--- src/rtl/adc_scan_pkg.sv ---
package adc_scan_pkg;

    localparam int NCH    = 8;
    localparam int CODE_W = 8;
    localparam int OPT_W  = 16;
    localparam int CH_W   = $clog2(NCH);
    localparam int RSV_W  = OPT_W - 3 - NCH;

    // Option register layout, most significant field first.
    typedef struct packed {
        logic              cont;       // 1: repeating scan
        logic              start;      // run request, self-clears in one-shot
        logic              fullscale;  // range select, stored only
        logic [RSV_W-1:0]  rsvd;       // storage only
        logic [NCH-1:0]    en;         // per-channel enables
    } opt_t;

    localparam logic [OPT_W-1:0] OPT_RESET = 16'h2000;

    typedef enum logic [1:0] {
        SQ_IDLE  = 2'd0,
        SQ_SETUP = 2'd1,
        SQ_CONV  = 2'd2
    } seq_state_e;

    typedef struct packed {
        logic            hit;
        logic [CH_W-1:0] idx;
    } pick_t;

    typedef struct packed {
        logic              we;
        logic [CH_W-1:0]   idx;
        logic [CODE_W-1:0] code;
    } res_wr_t;

    // Lowest set bit of mask at index lo or above.
    function automatic pick_t pick_from(input logic [NCH-1:0] mask, input int lo);
        pick_t r;
        r = '0;
        for (int i = NCH - 1; i >= 0; i--) begin
            if (mask[i] && (i >= lo)) begin
                r.hit = 1'b1;
                r.idx = CH_W'(i);
            end
        end
        return r;
    endfunction

endpackage

--- src/rtl/adc_scan_optreg.sv ---
module adc_scan_optreg
    import adc_scan_pkg::*;
(
    input  logic             clk,
    input  logic             rst,
    input  logic             wr_en,
    input  logic [OPT_W-1:0] wr_data,
    input  logic             clr_start,
    output opt_t             q
);

    always_ff @(posedge clk) begin
        if (rst) begin
            q <= opt_t'(OPT_RESET);
        end else if (wr_en) begin
            q <= opt_t'(wr_data);      // host write wins over self-clear
        end else if (clr_start) begin
            q.start <= 1'b0;
        end
    end


    wr_load_chk: assert property (@(posedge clk) disable iff (rst)
        wr_en |=> (q == opt_t'($past(wr_data))));

endmodule

--- src/rtl/adc_scan_tick.sv ---
module adc_scan_tick #(
    parameter int unsigned PERIOD = 200_000_000   // must be >= 2
) (
    input  logic clk,
    input  logic rst,
    input  logic run,
    input  logic restart,
    output logic tick
);

    localparam int CW = $clog2(PERIOD);
    localparam logic [CW-1:0] LAST = CW'(PERIOD - 1);

    logic [CW-1:0] cnt_q;

    assign tick = run && (cnt_q == LAST);

    always_ff @(posedge clk) begin
        if (rst || restart || !run || tick) begin
            cnt_q <= '0;
        end else begin
            cnt_q <= cnt_q + 1'b1;
        end
    end


    tick_gap_chk: assert property (@(posedge clk) disable iff (rst)
        tick |=> !tick);

endmodule

--- src/rtl/adc_scan_engine.sv ---
module adc_scan_engine
    import adc_scan_pkg::*;
(
    input  logic              clk,
    input  logic              rst,
    input  logic              cont,
    input  logic              start,
    input  logic [NCH-1:0]    en,
    input  logic              lp,
    input  logic              tick,
    input  logic              conv_done,
    input  logic [CODE_W-1:0] conv_data,
    output logic              conv_req,
    output logic [CH_W-1:0]   conv_chan,
    output logic              clr_start,
    output logic              scan_done,
    output logic              restart,
    output logic              run,
    output res_wr_t           res_wr
);

    seq_state_e      state_q;
    logic [CH_W-1:0] chan_q;
    logic [NCH-1:0]  mask_q;
    logic            armed_q;
    logic            pend_q;
    logic            done_q;

    logic  go_ok;
    logic  launch;
    logic  fin;
    logic  empty;
    pick_t first;
    pick_t nxt;

    assign go_ok  = start && !lp;
    assign first  = pick_from(en, 0);
    assign nxt    = pick_from(mask_q, int'(chan_q) + 1);
    assign launch = (state_q == SQ_IDLE) && go_ok &&
                    (!cont || !armed_q || pend_q || tick);
    assign empty  = launch && !first.hit;
    assign fin    = (state_q == SQ_CONV) && conv_done && go_ok && !nxt.hit;

    assign clr_start = (fin || empty) && !cont;
    assign restart   = launch;
    assign run       = cont && start && !lp && armed_q;

    assign conv_req  = (state_q == SQ_CONV);
    assign conv_chan = chan_q;
    assign scan_done = done_q;

    always_comb begin
        res_wr.we   = (state_q == SQ_CONV) && conv_done;
        res_wr.idx  = chan_q;
        res_wr.code = conv_data;
    end

    always_ff @(posedge clk) begin
        if (rst) begin
            state_q <= SQ_IDLE;
            chan_q  <= '0;
            mask_q  <= '0;
            armed_q <= 1'b0;
            pend_q  <= 1'b0;
            done_q  <= 1'b0;
        end else begin
            done_q <= fin || empty;

            if (!start || !cont) begin
                armed_q <= 1'b0;
            end else if (launch) begin
                armed_q <= 1'b1;
            end

            if (launch || !run) begin
                pend_q <= 1'b0;
            end else if (tick) begin
                pend_q <= 1'b1;
            end

            unique case (state_q)
                SQ_IDLE: begin
                    if (launch) begin
                        mask_q <= en;
                        if (first.hit) begin
                            chan_q  <= first.idx;
                            state_q <= SQ_SETUP;
                        end
                    end
                end
                SQ_SETUP: begin
                    state_q <= go_ok ? SQ_CONV : SQ_IDLE;
                end
                SQ_CONV: begin
                    if (conv_done) begin
                        if (go_ok && nxt.hit) begin
                            chan_q  <= nxt.idx;
                            state_q <= SQ_SETUP;
                        end else begin
                            state_q <= SQ_IDLE;
                        end
                    end
                end
                default: state_q <= SQ_IDLE;
            endcase
        end
    end


    req_hold_chk: assert property (@(posedge clk) disable iff (rst)
        (conv_req && !conv_done) |=> (conv_req && $stable(conv_chan)));


    req_gap_chk: assert property (@(posedge clk) disable iff (rst)
        (conv_req && conv_done) |=> !conv_req);


    lp_block_chk: assert property (@(posedge clk) disable iff (rst)
        (lp && !conv_req) |=> !conv_req);


    req_enabled_chk: assert property (@(posedge clk) disable iff (rst)
        conv_req |-> mask_q[conv_chan]);


    done_pulse_chk: assert property (@(posedge clk) disable iff (rst)
        scan_done |=> !scan_done);

endmodule

--- src/rtl/adc_scan_results.sv ---
module adc_scan_results
    import adc_scan_pkg::*;
(
    input  logic              clk,
    input  logic              rst,
    input  res_wr_t           wr,
    input  logic [CH_W-1:0]   rd_idx,
    output logic [CODE_W-1:0] rd_code
);

    logic [NCH-1:0][CODE_W-1:0] bank;

    for (genvar g = 0; g < NCH; g++) begin : g_ch
        logic [CODE_W-1:0] r_q;
        always_ff @(posedge clk) begin
            if (rst) begin
                r_q <= '0;
            end else if (wr.we && (wr.idx == CH_W'(g))) begin
                r_q <= wr.code;
            end
        end
        assign bank[g] = r_q;
    end

    assign rd_code = bank[rd_idx];

endmodule

--- src/rtl/adc_scan_seq.sv ---
module adc_scan_seq
    import adc_scan_pkg::*;
#(
    parameter int unsigned PERIOD_CYC = 200_000_000
) (
    input  logic              clk,
    input  logic              rst,
    input  logic              opt_we,
    input  logic [OPT_W-1:0]  opt_wdata,
    output logic [OPT_W-1:0]  opt_rdata,
    input  logic [CH_W-1:0]   res_idx,
    output logic [CODE_W-1:0] res_code,
    input  logic              lp_mode,
    output logic              conv_req,
    output logic [CH_W-1:0]   conv_chan,
    input  logic              conv_done,
    input  logic [CODE_W-1:0] conv_data,
    output logic              scan_done
);

    opt_t    opt_q;
    logic    clr_start;
    logic    tick;
    logic    restart;
    logic    run;
    res_wr_t res_wr;

    assign opt_rdata = opt_q;

    adc_scan_optreg u_optreg (
        .clk       (clk),
        .rst       (rst),
        .wr_en     (opt_we),
        .wr_data   (opt_wdata),
        .clr_start (clr_start),
        .q         (opt_q)
    );

    adc_scan_tick #(.PERIOD(PERIOD_CYC)) u_tick (
        .clk     (clk),
        .rst     (rst),
        .run     (run),
        .restart (restart),
        .tick    (tick)
    );

    adc_scan_engine u_engine (
        .clk       (clk),
        .rst       (rst),
        .cont      (opt_q.cont),
        .start     (opt_q.start),
        .en        (opt_q.en),
        .lp        (lp_mode),
        .tick      (tick),
        .conv_done (conv_done),
        .conv_data (conv_data),
        .conv_req  (conv_req),
        .conv_chan (conv_chan),
        .clr_start (clr_start),
        .scan_done (scan_done),
        .restart   (restart),
        .run       (run),
        .res_wr    (res_wr)
    );

    adc_scan_results u_results (
        .clk     (clk),
        .rst     (rst),
        .wr      (res_wr),
        .rd_idx  (res_idx),
        .rd_code (res_code)
    );

endmodule

--- config.mk ---
export PLATFORM = sky130hd
export DESIGN_NAME = adc_scan_seq
export DESIGN_NICKNAME = d
export VERILOG_FILES = /design/src/rtl/adc_scan_pkg.sv /design/src/rtl/adc_scan_optreg.sv /design/src/rtl/adc_scan_tick.sv /design/src/rtl/adc_scan_engine.sv /design/src/rtl/adc_scan_results.sv /design/src/rtl/adc_scan_seq.sv
export SDC_FILE = /design/constraint.sdc
export NUM_CORES = 1
export LEC_CHECK = 0
export ABC_AREA = 0
export CORE_MARGIN = 1
export CORE_UTILIZATION = 59
export CTS_CLUSTER_DIAMETER = 120
export DETAILED_ROUTE_END_ITERATION = 6
export GPL_TIMING_DRIVEN = 1
export PLACE_DENSITY = 0.9
export SETUP_SLACK_MARGIN = 0.2
export SLEW_MARGIN = 10
export SYNTH_ARGS = -nofsm -noshare
export SYNTH_HDL_FRONTEND = slang
export SYNTH_SLANG_ARGS = --single-unit
--- constraint.sdc ---
create_clock -name clk -period 7.26 [get_ports clk]
set_input_delay 1.815 -clock clk [delete_from_list [all_inputs] [get_ports clk]]
set_output_delay 1.815 -clock clk [all_outputs]
set_load 0.05 [all_outputs]
Word-level counts from Yosys, hierarchy flattened
Cells that the tools add are included.
{"block": "word_totals", "ff_bits": 124, "ram_bits": 0, "rom_bits": 0, "latch_bits": 0, "output_inout_bits": 29, "memories": 0, "elab_cells": 130}
{"block": "classes", "div_mod_pow": 0, "add_sub_neg": 2, "n_shift": 0, "n_lt_le_gt_ge": 9, "bitwise_logic": 0, "multipliers": 0, "eq_ne": 14, "muxes": 31, "n_reduce_logical": 54}
{"operator": "4-bit by 32-bit greater-or-equal comparator with 1-bit output, first input constant", "count": 4}
{"operator": "3-bit by 32-bit greater-or-equal comparator with 1-bit output, first input constant", "count": 2}
{"operator": "4-bit two-way mux", "count": 16}
{"operator": "1-bit by 32-bit greater-or-equal comparator with 1-bit output, first input constant", "count": 1}
{"operator": "2-bit by 32-bit greater-or-equal comparator with 1-bit output, first input constant", "count": 1}
{"operator": "1-bit logical AND", "count": 29}
{"operator": "28-bit by 1-bit adder with 28-bit output, second input constant", "count": 1}
{"operator": "28-bit equality test, second input constant", "count": 1}
{"operator": "8-bit binary-select mux with 3-bit select", "count": 1}
{"operator": "3-bit equality test, second input constant", "count": 4}
{"operator": "3-bit two-way mux", "count": 4}
{"operator": "1-bit logical OR", "count": 9}
{"operator": "2-bit two-way mux", "count": 4}
{"operator": "8-bit two-way mux", "count": 1}
{"operator": "2-bit by 1-bit inequality test with 1-bit output, second input constant", "count": 4}
{"operator": "1-bit zero test", "count": 7}
{"operator": "3-bit by 2-bit equality test with 1-bit output, second input constant", "count": 2}
{"operator": "2-bit case mux with 3 select lines", "count": 1}
{"operator": "3-bit case mux with 2 select lines", "count": 1}
{"operator": "5-bit AND reduction", "count": 1}
{"operator": "3-bit by 1-bit adder with 4-bit output, second input constant", "count": 1}
{"operator": "3-bit by 4-bit < comparator with 1-bit output, second input constant", "count": 1}
{"operator": "2-bit nonzero test", "count": 2}
{"operator": "2-bit OR reduction", "count": 2}
{"operator": "8 further kinds", "count": 10}

Logic depth before layout (Yosys ltp)
Gate-level depths: netlist of the first run.
{"block": "depth", "depth_word": 17, "ltp_mapped": 9, "mapped_depth_nobuf": 7}

Modules after synthesis
Synthesis of the first run repeated with hierarchy kept, for this count alone.
{"block": "unflattened", "hier_cells": 638, "area_unflattened_um2": 5820.6}
{"module": "adc_scan_results", "area_each_um2": 2907.8, "instances": 1, "seq_area_each_um2": 1281.2, "cells_each": 301}
{"module": "adc_scan_tick", "area_each_um2": 1335.0, "instances": 1, "seq_area_each_um2": 560.5, "cells_each": 156}
{"module": "adc_scan_engine", "area_each_um2": 1001.0, "instances": 1, "seq_area_each_um2": 320.3, "cells_each": 128}
{"module": "adc_scan_optreg", "area_each_um2": 576.8, "instances": 1, "seq_area_each_um2": 320.3, "cells_each": 53}

Worst setup path before layout of the first run
Ideal clock, no wire load.
{"block": "synth_path", "path_kind": "input to output", "start": "input port res_idx[0]", "end": "output port res_code[0]", "arrival_time_ns": 3.441, "n_path_buf": 2, "path_stages": 4, "setup_slack_ns": 2.004, "required_ns": 5.445, "path_cell_list": "clkbuf_1 > buf_2 > mux4_2 > mux2_2"}
{"block": "synth_between", "elab_chain_len": 2}
{"item": "start: declaration", "line_no": "adc_scan_seq.sv:11", "text": "input logic [CH_W-1:0] res_idx,"}
{"item": "8-bit binary-select mux with 3-bit select", "line_no": "adc_scan_results.sv:25", "text": "assign rd_code = bank[rd_idx];"}
{"item": "8-bit two-way mux (implied by the code)", "line_no": "adc_scan_results.sv:25"}
{"item": "end: declaration", "line_no": "adc_scan_seq.sv:12", "text": "output logic [CODE_W-1:0] res_code,"}
No other way between the ends. The select of a mux whose other input is x is not followed.

Worst setup path after layout of the first run
{"block": "layout_path", "start": "input port res_idx[1]", "end": "output port res_code[6]"}
The elaborated chain is that of the path after synthesis.

==> results.cfg, run 1 <==
[run_status]
status = completed

[logic_synthesis]
synth_ff_type = dfxtp_1
synth_compound_area_frac = 0.0850
yosys_warnings = 0
yosys-top-cells-area = dfxtp_1 43%, mux2i_1 8.2%, mux4_2 6.3%, nand2_1 6.0%, nor2_1 5.4%
synth_top_area_share = 0.433
synth_nets = 668
synth_commonest_cells = 124 x dfxtp_1, 91 x nand2_1, 83 x nor2_1
synth.most_common_cell = dfxtp_1
synthCells = 629
synth_xor_area_frac = 0.0397
synth-simple-area-share = 0.226
synthArstFlopShare = 0
synth_fa_ha_area_frac = 0.0153
syn_area_per_cell_um2 = 9.12
synth_cell_types = 60
synth_top_family_by_area = simple AND/OR/NAND/NOR gates
muxShareOfSynthArea = 0.160
yosys_register_bits = 124
synth_area_um2 = 5740
ys_seq_area_frac = 0.433
synth_edf_count = 0
synth_largest_area_cell = dfxtp_1

[floorplanning]
die-area_um2 = 10100
coreArea_um2 = 9330
pin_count = 61
start_util = 0.615
rows = 35
die_x_um = 101
fp.dieH_um = 101

[cells_and_area]
drive_above_1_share = 0.110
diodes = 0
syn2layout_area_growth_pct = 20.0
fin_nets = 707

[placement]
hpwl_mm = 9.74
pre_cts_ws_ns = 1.28
port_buffers = 60
gp_congestion = 0.944

[global_routing]
grt_use_total = 0.298
grt.overflow.total = 0
antenna_found_initial = 0
grt_pass1_vias = 4807
grt_max_degree = 86
grt_pass1_wl_mm = 23.2

[worst_hold_path]
hold_path_class = reg2reg

[worst_setup_path]
cp.arrival_ns = 4.18
path_class = in2out
crit_path_end_kind = output pin
required_ns = 5.45
path_max_fanout = 16
crit_top_cell = clkdlybuf4s50_1
crit_slowest_cell = clkdlybuf4s50_1
cp_cell_sequence = clkdlybuf4s50_1 -> mux4_2 -> mux2_2 -> clkdlybuf4s50_1
critPathMaxStageDelay_ns = 0.95
cp-start-kind = primary input

[routing]
drt_first_pass_iters = 5
drc = 0
vias = 4933
wl_per_cell_um = 17.6
ant_nets = 0
viasPerCell = 6.09
drt_first_iter_violations = 255
drt-total-wl_mm = 14.3

[clocking]
cts_root_buf = clkbuf_8
numCtsBuffers = 17
clockBufferDepth = 2
cts_tree = built
clk_latency_ns = 0.52
cts-resized-gates = 0
path_clk_slew_ns = 0.06
hold_buffers = 0
clock_sinks = 124
postCtsSetupBuffers = 0
htreeDepth = 4

[timing]
fin_hold_ws_ns = 0.464
finalSetupViolCount = 0
rsz0062_at_grt = false
fin_crit_ns = 5.99
finalSetupTns_ns = 0
slew_headroom = 0.370
worst_pin_slew_ns = 0.943
finClkSkew_ns = 0.00972
max_freq_mhz = 167
post-route-period-util = 0.826
hold_viol = 0
drv_slew = 0
postLayoutSetupSlackWorst_ns = 1.27

[flow_run]
drv_cap = 0

[power_and_ir_drop]
p_leak_uw = 0.00264
p_total_uw = 1610
power.density_nw_per_um2 = 234
max-vdd-ir-drop_mv = 0.169
state kept, by name (all words and copies together), names as in the netlist:
signal / cells
u_engine.mask_q: 8
u_engine.pend_q: 1
u_engine.armed_q: 1
u_engine.scan_done: 1
u_optreg.q: 16
u_engine.conv_chan: 3
u_results.g_ch.r_q: 64
u_tick.cnt_q: 28
u_engine.state_q: 2
final cells by class:
| type | count | area (um2) |
|---|---|---|
| sequential | 124 | 2480 |
| clock inverter | 14 | 136 |
| fill | 625 | 2440 |
| timing repair buffer | 64 | 626 |
| clock buffer | 18 | 428 |
| inverter | 8 | 30.0 |
| multi-input combinational | 453 | 3020 |
| tap | 129 | 161 |
metal layers:
layer	part of all wire	GRT usage	routed length, um	vias up
met3	0.081	0.0700	1150	42
met5	0	0	0	-
met1	0.39	0.344	5520	2337
li1	-	-	-	2274
met2	0.50	0.519	7160	280
met4	0.031	0.143	444	0
power breakdown:
part | leakage (uW) | switching (uW) | internal (uW)
Sequential | 0.00100 | 9.33 | 687
Combinational | 0.00136 | 66.8 | 45.9
Clock | 0.000274 | 329 | 469
through the flow:
step,utilization,cell area (um2),std cells
final,0.738,6890,810
after floorplan,-,5740,629
after global placement,0.678,6320,778
after global routing,0.738,6890,810
after detailed placement,0.678,6320,778
after CTS,0.738,6890,810
critical path: cells and delay by family:
family | cells | cell delay (ns)
buffers and inverters | 2 | 1.65
muxes | 2 | 0.71
worst paths after layout:
path                             from                        to  slack [ns]  cells after the start
min reg2reg  u_results.g_ch[1].r_q[1]  u_results.g_ch[1].r_q[1]        0.46                      2
min          u_results.g_ch[1].r_q[1]  u_results.g_ch[1].r_q[1]        0.46                      2
max                        res_idx[1]               res_code[6]        1.27                      4
max reg2reg     u_engine.conv_chan[1]       u_engine.state_q[0]        4.31                      7
logic make-up after synthesis:
family / Yosys count
flops: 124
compound gates: 79
buf+inv: 52
simple gates: 270
fa+ha+maj: 7
xor+xnor: 26
mux: 71
cell usage in the layout (no fill, tap or decap), types with 4 or more instances in the layout:
master / count
inv_1: 8
clkbuf_16: 16
buf_4: 4
o21ai_0: 4
mux2_2: 8
and3_1: 6
nor3_1: 5
nand2_1: 91
and2_1: 4
ha_1: 7
nand4_1: 7
clkdlybuf4s50_1: 59
dfxtp_1: 124
nor2_1: 83
nor2b_1: 4
nand3_1: 38
a21oi_1: 47
clkinv_4: 5
mux2i_1: 47
xnor2_1: 7
xor2_1: 19
nand2b_1: 5
mux4_2: 16
No activity file was read; power rests on OpenSTA's default activity.
==> run 2: changes to the inputs <==
--- a/config.mk
+++ b/config.mk
@@ -7,11 +7,11 @@
 export LEC_CHECK = 0
 export ABC_AREA = 0
 export CORE_MARGIN = 1
-export CORE_UTILIZATION = 59
+export CORE_UTILIZATION = 51
 export CTS_CLUSTER_DIAMETER = 120
 export DETAILED_ROUTE_END_ITERATION = 6
 export GPL_TIMING_DRIVEN = 1
-export PLACE_DENSITY = 0.9
+export PLACE_DENSITY = 0.83
 export SETUP_SLACK_MARGIN = 0.2
 export SLEW_MARGIN = 10
 export SYNTH_ARGS = -nofsm -noshare
==> constraint.sdc (replaced) <==
create_clock -name clk -period 4.8 [get_ports clk]
set_input_delay 1.2 -clock clk [delete_from_list [all_inputs] [get_ports clk]]
set_output_delay 1.2 -clock clk [all_outputs]
set_load 0.05 [all_outputs]
==> run 2 against run 1 <==
  * First-iteration DRC count is 9.8% lower
  * Worst hold slack worse by 0.0019 ns
  * Critical endpoint is now res_code[0]
  * Largest cell class unchanged
  * Combinational power is 50% higher
  * Global-route usage is 3.9 points lower
==> results.cfg, run 2 (synthesis gave the netlist of run 1 again) <==
[run_status]
status = completed

[worst_setup_path]
crit_slowest_cell = clkdlybuf4s50_1
critPathMaxStageDelay_ns = 0.93
cp_cell_sequence = clkdlybuf4s50_1 -> mux4_2 -> mux2_2 -> buf_4
required_ns = 3.60
path_max_fanout = 16
cp-start-kind = primary input
crit_path_end_kind = output pin
cp.buffers_inverters = 2
cp.arrival_ns = 3.03
path_class = in2out
critical-path-top-delay-family = buffers and inverters

[clocking]
clk_latency_ns = 0.53
hold_buffers = 0
postCtsSetupBuffers = 0
path_clk_slew_ns = 0.06
htreeDepth = 4
cts_tree = built
cts-resized-gates = 0
numCtsBuffers = 17
cts_root_buf = clkbuf_8
clockBufferDepth = 2
clock_sinks = 124

[cells_and_area]
diodes = 0
reg_top3 = u_results.g_ch.r_q (64), u_tick.cnt_q (28), u_optreg.q (16)
largest_reg_flops = 64
fin_nets = 708
drive_above_1_share = 0.123
syn2layout_area_growth_pct = 20.6
seqCellArea_um2 = 2480
regMostFlops = u_results.g_ch.r_q
layout_commonest_cell = dfxtp_1
multiInputGateArea_um2 = 3020
nFillCells = 852
layout_common_cells = 124 x dfxtp_1, 91 x nand2_1, 83 x nor2_1, 51 x clkdlybuf4s50_1

[global_routing]
grt_max_degree = 82
grt_use_total = 0.259
grt_pass1_wl_mm = 23.1
grt_pass1_vias = 4737
antenna_found_initial = 0
grt.overflow.total = 0

[routing]
highest_layer = met4
wl_per_cell_um = 17.1
drt_first_iter_violations = 230
drt-total-wl_mm = 14.1
viasPerCell = 5.82
ant_nets = 0
wl_met2_mm = 7.04
vias = 4781
drc = 0
wl_met1_mm = 5.74
drt_first_pass_iters = 4
met3_wirelength_um = 979

[power_and_ir_drop]
max-vdd-ir-drop_mv = 0.310
p_leak_uw = 0.00266
power.density_nw_per_um2 = 360
p_total_uw = 2490

[floorplanning]
coreArea_um2 = 10900
start_util = 0.527
die-area_um2 = 11700
fp.dieH_um = 108
die_x_um = 108
pin_count = 61
rows = 38

[timing]
slew_headroom = 0.310
finalSetupViolCount = 0
drv_slew = 0
worst_pin_slew_ns = 1.03
fin_hold_ws_ns = 0.462
finClkSkew_ns = 0.00518
postLayoutSetupSlackWorst_ns = 0.572
finalSetupTns_ns = 0
fin_crit_ns = 4.23
max_freq_mhz = 237
hold_viol = 0
post-route-period-util = 0.881
rsz0062_at_grt = false

[placement]
port_buffers = 60
gp_congestion = 0.931
hpwl_mm = 9.83
pre_cts_ws_ns = 0.591

[worst_hold_path]
hold_path_class = reg2reg

[flow_run]
drv_cap = 0
==> run 2: worst paths after layout <==
| check | from | end | slack, ns | cells past startpoint |
|---|---|---|---|---|
| hold reg to reg | u_results.g_ch[0].r_q[2] | u_results.g_ch[0].r_q[2] | 0.46 | 2 |
| setup reg to reg | u_engine.conv_chan[0] | u_engine.state_q[0] | 1.92 | 7 |
| hold / removal | u_results.g_ch[0].r_q[2] | u_results.g_ch[0].r_q[2] | 0.46 | 2 |
| setup / recovery | res_idx[1] | res_code[0] | 0.57 | 4 |
==> run 2: tightest hold or removal path, cell delays in order (launching register included) <==
cell and delay (ns):
dfxtp_1 0.31, nand2_1 0.05, a21oi_1 0.05
==> run 2: through the flow <==
stage | utilization | instance area (um2) | instances
2_1_floorplan | - | 5740 | 629
3_3_place_gp | 0.581 | 6320 | 790
3_5_place_dp | 0.581 | 6320 | 790
4_1_cts | 0.636 | 6920 | 822
5_1_grt | 0.636 | 6920 | 822
6_report | 0.636 | 6920 | 822
==> run 2: cell type report <==
class,instances,share of cell area
inverters,8,0.00434
multi-input cells,453,0.437
well taps,140,0.0253
clock buffers,18,0.0618
clock inverters,14,0.0246
flip-flops and latches,124,0.359
repair buffers,65,0.0886
==> run 2: power by group <==
part | leakage [uW] | switching [uW] | total [uW] | internal [uW]
sequential | 0.00100 | 14.0 | 1050 | 1040
clock | 0.000271 | 464 | 1270 | 803
combinational | 0.00138 | 101 | 170 | 69.9
total | 0.00266 | 578 | 2490 | 1910
==> run 2: routing by layer <==
layer | vias to the layer above | track usage
met5 | - | 0
met4 | 0 | 0.106
met3 | 26 | 0.0699
met2 | 187 | 0.443
met1 | 2290 | 0.305
li1 | 2278 | -
==> run 3: changes to the inputs <==
--- a/config.mk
+++ b/config.mk
@@ -8,12 +8,12 @@
 export ABC_AREA = 0
 export CORE_MARGIN = 1
 export CORE_UTILIZATION = 51
-export CTS_CLUSTER_DIAMETER = 120
+export CTS_CLUSTER_DIAMETER = 100
 export DETAILED_ROUTE_END_ITERATION = 6
 export GPL_TIMING_DRIVEN = 1
 export PLACE_DENSITY = 0.83
 export SETUP_SLACK_MARGIN = 0.2
-export SLEW_MARGIN = 10
+export SLEW_MARGIN = 0
 export SYNTH_ARGS = -nofsm -noshare
 export SYNTH_HDL_FRONTEND = slang
 export SYNTH_SLANG_ARGS = --single-unit
==> results of run 3 <==
Final layout, timing and power as in run 2 (identical DEF).
